**config.mk**
```make
export PLATFORM = sky130hd
export DESIGN_NAME = brk_chan
export DESIGN_NICKNAME = d
export VERILOG_FILES = /design/src/rtl/brk_pkg.sv /design/src/rtl/brk_mask_gen.sv /design/src/rtl/brk_qual.sv /design/src/rtl/brk_addr_cmp.sv /design/src/rtl/brk_ctrl_regs.sv /design/src/rtl/brk_chan.sv
export SDC_FILE = /design/constraint.sdc
export NUM_CORES = 1
export LEC_CHECK = 0
export BUFFER_PORTS_ARGS = -buffer_cell sky130_fd_sc_hd__buf_2
export CAP_MARGIN = 5
export CORE_UTILIZATION = 32
export CTS_CLUSTER_DIAMETER = 150
export DETAILED_ROUTE_END_ITERATION = 12
export MAX_ROUTING_LAYER = met4
export PLACE_DENSITY = 0.56
export SYNTH_ARGS = -nofsm -noshare
export SYNTH_HDL_FRONTEND = slang
export SYNTH_SLANG_ARGS = --single-unit
```
**constraint.sdc**
```tcl
create_clock -name clk -period 1.5 [get_ports clk]
set_input_delay 0.075 -clock clk [delete_from_list [all_inputs] [get_ports clk]]
set_output_delay 0.075 -clock clk [all_outputs]
set_load 0.01 [all_outputs]
```
**src/rtl/brk_pkg.sv**
```systemverilog
package brk_pkg;

    typedef enum logic [1:0] {
        KIND_FETCH = 2'b00,
        KIND_READ  = 2'b01,
        KIND_WRITE = 2'b10,
        KIND_IDLE  = 2'b11
    } bus_kind_e;

    // control byte, bit 7 down to bit 0
    typedef struct packed {
        logic       flag;
        logic       any_master;
        logic [2:0] mask_code;
        logic [1:0] cond;
        logic       irq_en;
    } ctrl_t;

    localparam int CTRL_W = $bits(ctrl_t);

endpackage

```
**src/rtl/brk_mask_gen.sv**
```systemverilog
module brk_mask_gen #(
    parameter int ADDR_W = 24
) (
    input  logic [2:0]        code,
    output logic [ADDR_W-1:0] care
);
    logic [4:0] ign_cnt;

    always_comb begin
        unique case (code)
            3'd5:    ign_cnt = 5'd8;
            3'd6:    ign_cnt = 5'd12;
            3'd7:    ign_cnt = 5'd16;
            default: ign_cnt = {2'b00, code};
        endcase
    end

    for (genvar i = 0; i < ADDR_W; i++) begin : g_care
        assign care[i] = (i >= int'(ign_cnt));
    end
endmodule

```
**src/rtl/brk_qual.sv**
```systemverilog
module brk_qual
    import brk_pkg::*;
(
    input  logic [1:0] cond,
    input  logic       any_master,
    input  logic [1:0] kind,
    input  logic       xfer_ctl,
    output logic       ok
);
    logic kind_ok;

    always_comb begin
        unique case (cond)
            2'b00:   kind_ok = (kind == KIND_FETCH);
            2'b01:   kind_ok = (kind == KIND_READ);
            2'b10:   kind_ok = (kind == KIND_WRITE);
            default: kind_ok = (kind == KIND_READ) || (kind == KIND_WRITE);
        endcase
    end

    assign ok = kind_ok && (any_master || !xfer_ctl);
endmodule

```
**src/rtl/brk_addr_cmp.sv**
```systemverilog
module brk_addr_cmp #(
    parameter int ADDR_W = 24
) (
    input  logic              valid,
    input  logic [ADDR_W-1:0] addr,
    input  logic [ADDR_W-1:0] brk_addr,
    input  logic [ADDR_W-1:0] care,
    input  logic              qual_ok,
    output logic              hit
);
    assign hit = valid && qual_ok && (((addr ^ brk_addr) & care) == '0);
endmodule

```
**src/rtl/brk_ctrl_regs.sv**
```systemverilog
module brk_ctrl_regs
    import brk_pkg::*;
#(
    parameter int ADDR_W = 24
) (
    input  logic              clk,
    input  logic              rst_n,
    input  logic              wr_en,
    input  logic              rd_en,
    input  logic              sel,
    input  logic [ADDR_W-1:0] wdata,
    input  logic              hit,
    output logic [ADDR_W-1:0] brk_addr,
    output ctrl_t             ctrl,
    output logic              armed
);
    typedef struct packed {
        logic [ADDR_W-1:0] addr;
        ctrl_t             ctrl;
        logic              armed;
    } state_t;

    state_t st_d, st_q;

    always_comb begin
        st_d = st_q;
        if (wr_en && !sel) begin
            st_d.addr = wdata;
        end
        if (wr_en && sel) begin
            st_d.ctrl  = ctrl_t'({st_q.ctrl.flag, wdata[CTRL_W-2:0]});
            st_d.armed = 1'b0;
            if (!wdata[CTRL_W-1] && st_q.armed) begin
                st_d.ctrl.flag = 1'b0;
            end
        end else if (rd_en && sel && st_q.ctrl.flag) begin
            st_d.armed = 1'b1;
        end
        if (hit) begin
            st_d.ctrl.flag = 1'b1;
        end
    end

    always_ff @(posedge clk or negedge rst_n) begin
        if (!rst_n) st_q <= '0;
        else        st_q <= st_d;
    end

    assign brk_addr = st_q.addr;
    assign ctrl     = st_q.ctrl;
    assign armed    = st_q.armed;
endmodule

```
**src/rtl/brk_chan.sv**
```systemverilog
module brk_chan
    import brk_pkg::*;
#(
    parameter int ADDR_W = 24
) (
    input  logic              clk,
    input  logic              rst_n,
    input  logic              reg_wr_en,
    input  logic              reg_rd_en,
    input  logic              reg_sel,
    input  logic [ADDR_W-1:0] reg_wdata,
    output logic [ADDR_W-1:0] reg_rdata,
    input  logic              bus_valid,
    input  logic [ADDR_W-1:0] bus_addr,
    input  logic [1:0]        bus_kind,
    input  logic              bus_xfer_ctl,
    output logic              brk_irq
);
    localparam int PAD_W = ADDR_W - CTRL_W;

    logic [ADDR_W-1:0] brk_addr_w;
    logic [ADDR_W-1:0] care_w;
    ctrl_t             ctrl_w;
    logic              armed_w;
    logic              qual_w;
    logic              hit_w;

    brk_mask_gen #(.ADDR_W(ADDR_W)) u_mask (
        .code (ctrl_w.mask_code),
        .care (care_w)
    );

    brk_qual u_qual (
        .cond       (ctrl_w.cond),
        .any_master (ctrl_w.any_master),
        .kind       (bus_kind),
        .xfer_ctl   (bus_xfer_ctl),
        .ok         (qual_w)
    );

    brk_addr_cmp #(.ADDR_W(ADDR_W)) u_cmp (
        .valid    (bus_valid),
        .addr     (bus_addr),
        .brk_addr (brk_addr_w),
        .care     (care_w),
        .qual_ok  (qual_w),
        .hit      (hit_w)
    );

    brk_ctrl_regs #(.ADDR_W(ADDR_W)) u_regs (
        .clk      (clk),
        .rst_n    (rst_n),
        .wr_en    (reg_wr_en),
        .rd_en    (reg_rd_en),
        .sel      (reg_sel),
        .wdata    (reg_wdata),
        .hit      (hit_w),
        .brk_addr (brk_addr_w),
        .ctrl     (ctrl_w),
        .armed    (armed_w)
    );

    assign reg_rdata = reg_sel ? {{PAD_W{1'b0}}, ctrl_w} : brk_addr_w;
    assign brk_irq   = ctrl_w.flag && ctrl_w.irq_en;
endmodule

```
After elaboration in Yosys (flattened, before gate mapping)

Index checks and enable logic that the tools add are counted.
W data, S select, Z words.

Output and inout port bits: 25
Logic and storage cells: 69
Register bits: 33
Input port bits: 57

Eq/ne operators: 7
Bitwise operators: 2
Muxes and demuxes: 8
Reductions and logical operators: 21
$lt $le $gt $ge: 24

Operator list:

| kind                 | count |
|---|---|
| $ge A4 B5 Y1 const A | 8 |
| $ge A5 B5 Y1 const A | 8 |
| $and A24 B24 Y24     | 1 |
| $logic_not A24 Y1    | 1 |
| $mux W24             | 1 |
| $xor A24 B24 Y24     | 1 |
| $ge A3 B5 Y1 const A | 4 |
| $pmux W5 S3          | 1 |
| $ge A1 B5 Y1 const A | 2 |
| $ge A2 B5 Y1 const A | 2 |
| $eq A3 B3 Y1 const B | 3 |
| $logic_and A1 B1 Y1  | 9 |
| $mux W8              | 1 |
| $reduce_bool A2 Y1   | 3 |
| $eq A2 B1 Y1 const B | 2 |
| $eq A2 B2 Y1 const B | 2 |
| $logic_not A2 Y1     | 2 |
| $mux W1              | 4 |
| $logic_not A1 Y1     | 3 |
| $pmux W1 S3          | 1 |
| $logic_or A1 B1 Y1   | 2 |
| $reduce_and A2 Y1    | 1 |

Logic depth before layout (Yosys ltp)

Gate-level depths: netlist of run 1.

Depth after elaboration: 8
Gate-level depth with buffers: 5

Cells and area by module

From an unflattened synthesis of run 1, not the netlist that was laid out.

Cell total of the unflattened synthesis: 177
Area total of the unflattened synthesis: 2188.3 µm²

By module, submodules not included:

| module        | cells each | area an instance (µm²) | instances | sequential area each (µm²) |
|---|---|---|---|---|
| brk_ctrl_regs | 73         | 1328.8                 | 1         | 825.8 |
| brk_addr_cmp  | 40         | 340.3                  | 1         | 0.0 |
| brk_chan      | 28         | 250.2                  | 1         | 0.0 |
| brk_mask_gen  | 28         | 190.2                  | 1         | 0.0 |
| brk_qual      | 8          | 78.8                   | 1         | 0.0 |

Worst setup path after synthesis of run 1

OpenSTA, ideal clock, no wires.

Kind: reg2reg
From: reg u_regs.st_q (netlist bit u_regs.brk_addr[5])
To: reg u_regs.st_q (netlist bit u_regs.ctrl[7])
Arrival time: 1.302 ns
Setup slack: 0.095 ns
Cell stages (with the launch flop): 5
Data required time: 1.396 ns
Library setup time: 0.104 ns
Cells stage by stage: dfrtp_1 -> xor2_1 -> o41ai_2 -> o2111ai_1 -> o41ai_2

Word-level cells in the longest chain between the ends: 6
Elaborated cells between the ends (all ways): 8
Classes of those cells: mux: 1; bitwise: 2; reduce/logical: 5

Ends and longest elaborated chain:

| what                                | line                | source |
|---|---|---|
| from (decl)                         | brk_ctrl_regs.sv:23 | `state_t st_d, st_q;` |
| from (signal assigned)              | brk_ctrl_regs.sv:46 | `else st_q <= st_d;` |
| $xor A24 B24 Y24 (*)                | brk_addr_cmp.sv:11  | `assign hit = valid && qual_ok && (((addr ^ brk_addr) & care) == '0);` |
| $and A24 B24 Y24 (*)                | brk_addr_cmp.sv:11  |  |
| $logic_not A24 Y1 (*)               | brk_addr_cmp.sv:11  |  |
| $logic_and A1 B1 Y1 (*)             | brk_addr_cmp.sv:11  |  |
| $reduce_bool A2 Y1 (no source line) | -                   |  |
| $reduce_and A2 Y1 (no source line)  | -                   |  |

Mark *: on every way between the ends. The rest lies on a longest branch, timed or not.
A chain may end at the register's enable or synchronous reset.

Worst setup path after layout of run 1

From: reg u_regs.st_q (netlist bit u_regs.brk_addr[21])
To: reg u_regs.st_q (netlist bit u_regs.ctrl[7])

The elaborated chain is that of the path after synthesis.

==> results.json, run 1 <==
{
  "status": "completed",
  "crit_type": "reg2reg",
  "crit_fanout": 3,
  "vdd_ir_drop_max_v": 0.000567,
  "stdcell_area_sq_um": 2510,
  "timing.final.crit_share": 0.938,
  "synthAdderAreaFrac": 0.0205,
  "initial_core_util": 0.332,
  "grt_max_degree": 18,
  "report.power.total_mw": 2.63,
  "route.detailed.drc": 0,
  "die_y_um": 77.6,
  "cts-htree-levels": 2,
  "grt_usage": 0.156,
  "power.internal_mw": 1.93,
  "cp.required_ns": 1.69,
  "netlist_area_sq_um": 1830,
  "synth_simple_gate_area_frac": 0.0909,
  "hp-class": "in2reg",
  "die-width_um": 77.6,
  "syn-instance-count": 150,
  "finClkSkew_ns": 0.00449,
  "row_count": 27,
  "p_comb_frac": 0.247,
  "ant_nets": 0,
  "firstDrtPassIters": 4,
  "relSlewSlack": 0.718,
  "clock-sinks": 33,
  "clkPwrFrac": 0.327,
  "insertion_delay_ns": 0.28,
  "cap_violations": 0,
  "nets": 301,
  "critPathArrivalTime_ns": 1.60,
  "cp-end-kind": "register",
  "ios": 82,
  "tns_ns": 0,
  "ys_ff_latch": 33,
  "p_sw_mw": 0.700,
  "grt_pass1_wl_um": 6910,
  "viasPerCell": 4.50,
  "cts_buffer_depth": 2,
  "worstMarginPinSlew_ns": 0.424,
  "dpl_cell_area_sq_um": 2360,
  "ys_warn_count": 0,
  "drive_gt1_frac": 0.574,
  "synth_top_family_by_area": "multiplexers",
  "finalCriticalPeriod_ns": 1.41,
  "first_iter_violations": 35,
  "root_buffer": "clkbuf_8",
  "rsz0062_at_grt": "no",
  "maxSlewViolCount": 0,
  "p_sw_frac": 0.266,
  "layout_commonest_cell": "buf_2",
  "seqPwrFrac": 0.427,
  "vias": 1414,
  "synthXorXnorAreaFrac": 0.115,
  "synth_compound_area_frac": 0.0492,
  "cts_tree": "yes",
  "syn2layout_area_growth_pct": 37.3,
  "place_congestion": 0.727,
  "start_kind": "register",
  "dieArea_sq_um": 6030,
  "place_hpwl_um": 3260,
  "ys_types": 24,
  "wl_per_cell_um": 13.3,
  "path_clk_slew_ns": 0.07,
  "setup_viol": 0,
  "grt_pass1_vias": 1457,
  "synth.net_count": 210,
  "fmax_mhz": 711,
  "synth.area.mux_share": 0.252,
  "hold_viol_final": 0,
  "diodes": 0,
  "reg2reg_slack_ns": 0.09,
  "core-area_sq_um": 5510,
  "final_cell_mix": "81 x buf_2, 39 x mux2_2, 33 x dfrtp_1",
  "leakage_nw": 1.20,
  "synth_area_per_cell_sq_um": 12.2,
  "ys_seq_area_frac": 0.451,
  "port_buffers": 81,
  "totalWireLength_um": 4180,
  "cts_buffers": 5,
  "antenna_found_initial": 0,
  "power.density_nw_per_um2": 1050,
  "grt-ovfl-total": 0
}
==> synth_stat cells <==
master	count	area (sq um)
o41ai_2	2	32.5
inv_1	3	11.3
and2_1	1	6.26
xnor2_1	10	87.6
nor3_1	1	5.00
buf_2	4	20.0
nor2b_1	17	106
xor2_1	14	123
mux2_2	39	439
nand4_1	2	12.5
a21boi_0	1	7.51
nand2_1	2	7.51
o21ai_0	4	20.0
ha_1	3	37.5
clkbuf_1	2	7.51
nand2b_1	1	6.26
o2111ai_1	1	8.76
nor4_1	1	6.26
a21oi_1	3	15.0
a31oi_1	1	6.26
dfrtp_1	33	826
mux4_2	1	22.5
nor2_1	3	11.3
nand3_1	1	5.00
==> stage by stage <==
step / setup slack [ns] / std cells / hold WS, ns / util
6_report: 0.0933 / 314 / 0.0151 / 0.456
5_1_grt: 0.00616 / 314 / 0.00936 / 0.456
4_1_cts: 0.00270 / 314 / 0.00451 / 0.454
3_5_place_dp: 0.00444 / 303 / 0.0392 / 0.428
3_3_place_gp: 0.0157 / 303 / 0.0413 / 0.428
2_1_floorplan: 0.0947 / 150 / -0.221 / -
==> repair_timing <==
item                                   4_1_cts  5_1_grt
setup buffers                                1        0
gates cloned                                 0        0
pin swaps                                    1        3
resized for setup                            0        3
setup endpoints to repair                    1       17
endpoints found under the hold margin       17        0
hold buffers                                 2        0
==> path summary, 6_finish.rpt <==
check / start / to / depth (start not counted)
max reg2reg: u_regs.brk_addr[21] / u_regs.ctrl[7] / 4
min in group asynchronous: rst_n / u_regs.ctrl[6] / 2
min: reg_wdata[10] / u_regs.brk_addr[10] / 2
min reg2reg: u_regs.ctrl[0] / u_regs.ctrl[0] / 1
max: u_regs.brk_addr[21] / u_regs.ctrl[7] / 4
max in group asynchronous: rst_n / u_regs.brk_addr[12] / 3
==> metal layers <==
metal,track usage,wire [um]
met1,0.198,1960
met2,0.236,1850
met3,0.0541,332
met4,0.0396,36
met5,-,0
==> state kept, by name, indices dropped and copies added, names as in the netlist <==
register	count
u_regs.brk_addr	24
u_regs.ctrl	8
u_regs.armed	1
==> power groups by stage <==
stage	Combinational, mW	Sequential [mW]	Clock, mW
floorplan	0.408	1.11	0
global placement	0.644	1.14	0
detailed placement	0.642	1.14	0
CTS	0.656	1.13	0.896
global route	0.721	1.15	0.927
finish	0.651	1.12	0.860
==> logic make-up (layout without fill, tap and decap cells) <==
family | Yosys count | after routing
AO/OA/AOI/OAI | 12 | 12
XOR/XNOR | 24 | 24
adder cells (fa/ha/maj) | 3 | 3
buffers and inverters | 9 | 101
flip-flops | 33 | 33
multiplexers | 40 | 40
AND/OR/NAND/NOR | 29 | 29
==> final cells by class <==
cell class | count | area, sq um
Fill cell | 545 | 2990
Multi-Input combinational cell | 108 | 980
Sequential cell | 33 | 826
Timing Repair Buffer | 90 | 490
Tap cell | 72 | 90.1
Clock buffer | 7 | 86.3
Clock inverter | 1 | 30.0
Inverter | 3 | 11.3
==> critical path: stages, from the launching register on <==
cell     delay (ns)
dfrtp_1        0.40
xor2_1         0.17
nor4_2         0.28
nand3_1        0.15
o41ai_2        0.31
No activity file was read; power rests on OpenSTA's default activity.
==> inputs of run 2 (changes only) <==
--- a/config.mk
+++ b/config.mk
@@ -7,11 +7,11 @@
 export LEC_CHECK = 0
 export BUFFER_PORTS_ARGS = -buffer_cell sky130_fd_sc_hd__buf_2
 export CAP_MARGIN = 5
-export CORE_UTILIZATION = 32
+export CORE_UTILIZATION = 47
 export CTS_CLUSTER_DIAMETER = 150
 export DETAILED_ROUTE_END_ITERATION = 12
 export MAX_ROUTING_LAYER = met4
-export PLACE_DENSITY = 0.56
+export PLACE_DENSITY = 0.78
 export SYNTH_ARGS = -nofsm -noshare
 export SYNTH_HDL_FRONTEND = slang
 export SYNTH_SLANG_ARGS = --single-unit
==> results.json, run 2 (same netlist as run 1, synthesis figures left out) <==
{
  "row_count": 22,
  "die_y_um": 64.4,
  "dpl_cell_area_sq_um": 2300,
  "syn2layout_area_growth_pct": 33.9,
  "wl_per_cell_um": 14.2,
  "grt-ovfl-total": 0,
  "firstDrtPassIters": 4,
  "viasPerCell": 5.07,
  "stdcell_area_sq_um": 2450,
  "grt_pass1_wl_um": 6770,
  "place_congestion": 0.720,
  "first_iter_violations": 43,
  "finalCriticalPeriod_ns": 1.43,
  "status": "completed",
  "ant_nets": 0,
  "cts_tree": "yes",
  "port_buffers": 81,
  "totalWireLength_um": 4100,
  "clock-sinks": 33,
  "final_cells": 288,
  "placed_cells": 277,
  "final_cell_mix": "81 x buf_2, 39 x mux2_2, 33 x dfrtp_1",
  "fillCellCount": 329,
  "grt_pass1_vias": 1525,
  "cts-htree-levels": 2,
  "die-width_um": 64.4,
  "relSlewSlack": 0.719,
  "report.power.total_mw": 2.64,
  "start_kind": "register",
  "critical-path-max-stage-delay_ns": 0.41,
  "path_cells": "xor2_1 -> nor4_2 -> nand3_1 -> o41ai_2",
  "place_hpwl_um": 2990,
  "cp-end-kind": "register",
  "fmax_mhz": 698,
  "cts_buffers": 5,
  "vias": 1459,
  "layout_commonest_cell": "buf_2",
  "hold-worst-slack_ns": 0.0191,
  "insertion_delay_ns": 0.29,
  "drive_gt1_frac": 0.571,
  "power.density_nw_per_um2": 1080,
  "cp.required_ns": 1.69,
  "dieArea_sq_um": 4150,
  "root_buffer": "clkbuf_8",
  "rsz0062_at_grt": "yes",
  "largest_reg_flops": 24,
  "leakage_nw": 1.18,
  "setup_viol": 0,
  "ios": 82,
  "cts_buffer_depth": 2,
  "antenna_found_initial": 0,
  "worstMarginPinSlew_ns": 0.422,
  "initial_core_util": 0.496,
  "critPathArrivalTime_ns": 1.62,
  "core-area_sq_um": 3690,
  "cap_violations": 0,
  "diodes": 0,
  "maxSlewViolCount": 0,
  "route.detailed.drc": 0,
  "nets": 299,
  "grt_max_degree": 34,
  "hp-class": "in2reg",
  "hold_viol_final": 0,
  "timing.final.crit_share": 0.955,
  "path_clk_slew_ns": 0.07,
  "crit_fanout": 3,
  "finClkSkew_ns": 0.00668,
  "grt_usage": 0.227,
  "cp_slowest_cell": "dfrtp_1",
  "crit_type": "reg2reg",
  "vdd_ir_drop_max_v": 0.000715
}
-- run 2: changes by cell type in the layout (fill, tap and decap cells not counted) --
cell,delta
nor2b_4,-1
nor2b_2,+1
buf_4,-1
buf_12,-1
-- run 2: path summary, 6_finish.rpt --
kind,start,endpoint,slack (ns),cells past startpoint
setup / recovery,u_regs.brk_addr[17],u_regs.ctrl[7],0.07,4
hold / removal,reg_wdata[9],u_regs.brk_addr[9],0.02,2
setup reg to reg,u_regs.brk_addr[17],u_regs.ctrl[7],0.07,4
hold reg to reg,u_regs.ctrl[0],u_regs.ctrl[0],0.53,1
max in group asynchronous,rst_n,u_regs.brk_addr[16],0.85,3
min in group asynchronous,rst_n,u_regs.ctrl[0],0.34,3
-- run 2: repair_timing --
item                                    4_1_cts  5_1_grt
endpoints found under the setup margin        0        1
hold buffers                                  2        0
buffers inserted                              0        1
endpoints found under the hold margin        34        0
gates resized for setup                       0        2
-- run 2: critical path, delay by kind of cell, from the launching register on --
kind | cells | cell delay [ns]
AND/OR/NAND/NOR | 2 | 0.46
flip-flops | 1 | 0.41
AO/OA/AOI/OAI | 1 | 0.31
XOR/XNOR | 1 | 0.16
-- run 2: through the flow --
| step | utilization | worst slack, ns | setup TNS, ns |
|---|---|---|---|
| 2_1_floorplan | - | 0.0947 | 0 |
| 3_3_place_gp | 0.624 | 0.0589 | 0 |
| 3_5_place_dp | 0.624 | 0.0402 | 0 |
| 4_1_cts | 0.661 | 0.0254 | 0 |
| 5_1_grt | 0.665 | -0.0243 | -0.0243 |
| 6_report | 0.665 | 0.0679 | 0 |
-- run 2: cell type report --
cell class	instances	area (sq um)	area share
clock buffer	7	86.3	0.0352
clock inverter	1	30.0	0.0123
inverter	3	11.3	0.00459
multi-input combinational	108	975	0.398
sequential	33	826	0.337
tap	48	60.1	0.0245
timing repair buffer	88	463	0.189
-- run 2: where the power goes --
group          switching, mW  total [mW]  internal, mW  leakage, nW
Combinational          0.273       0.643         0.371        0.728
Sequential             0.111        1.13          1.01        0.392
Clock                  0.328       0.870         0.542       0.0585
-- run 2: per-layer routing --
metal / wire length (um) / vias to the layer above / global-route usage / part of all wire
met2: 1790 / 72 / 0.328 / 0.44
met4: 72 / 0 / 0.0944 / 0.018
met1: 1920 / 689 / 0.311 / 0.47
li1: - / 691 / - / -
met3: 318 / 7 / 0.0446 / 0.078
met5: 0 / - / - / 0
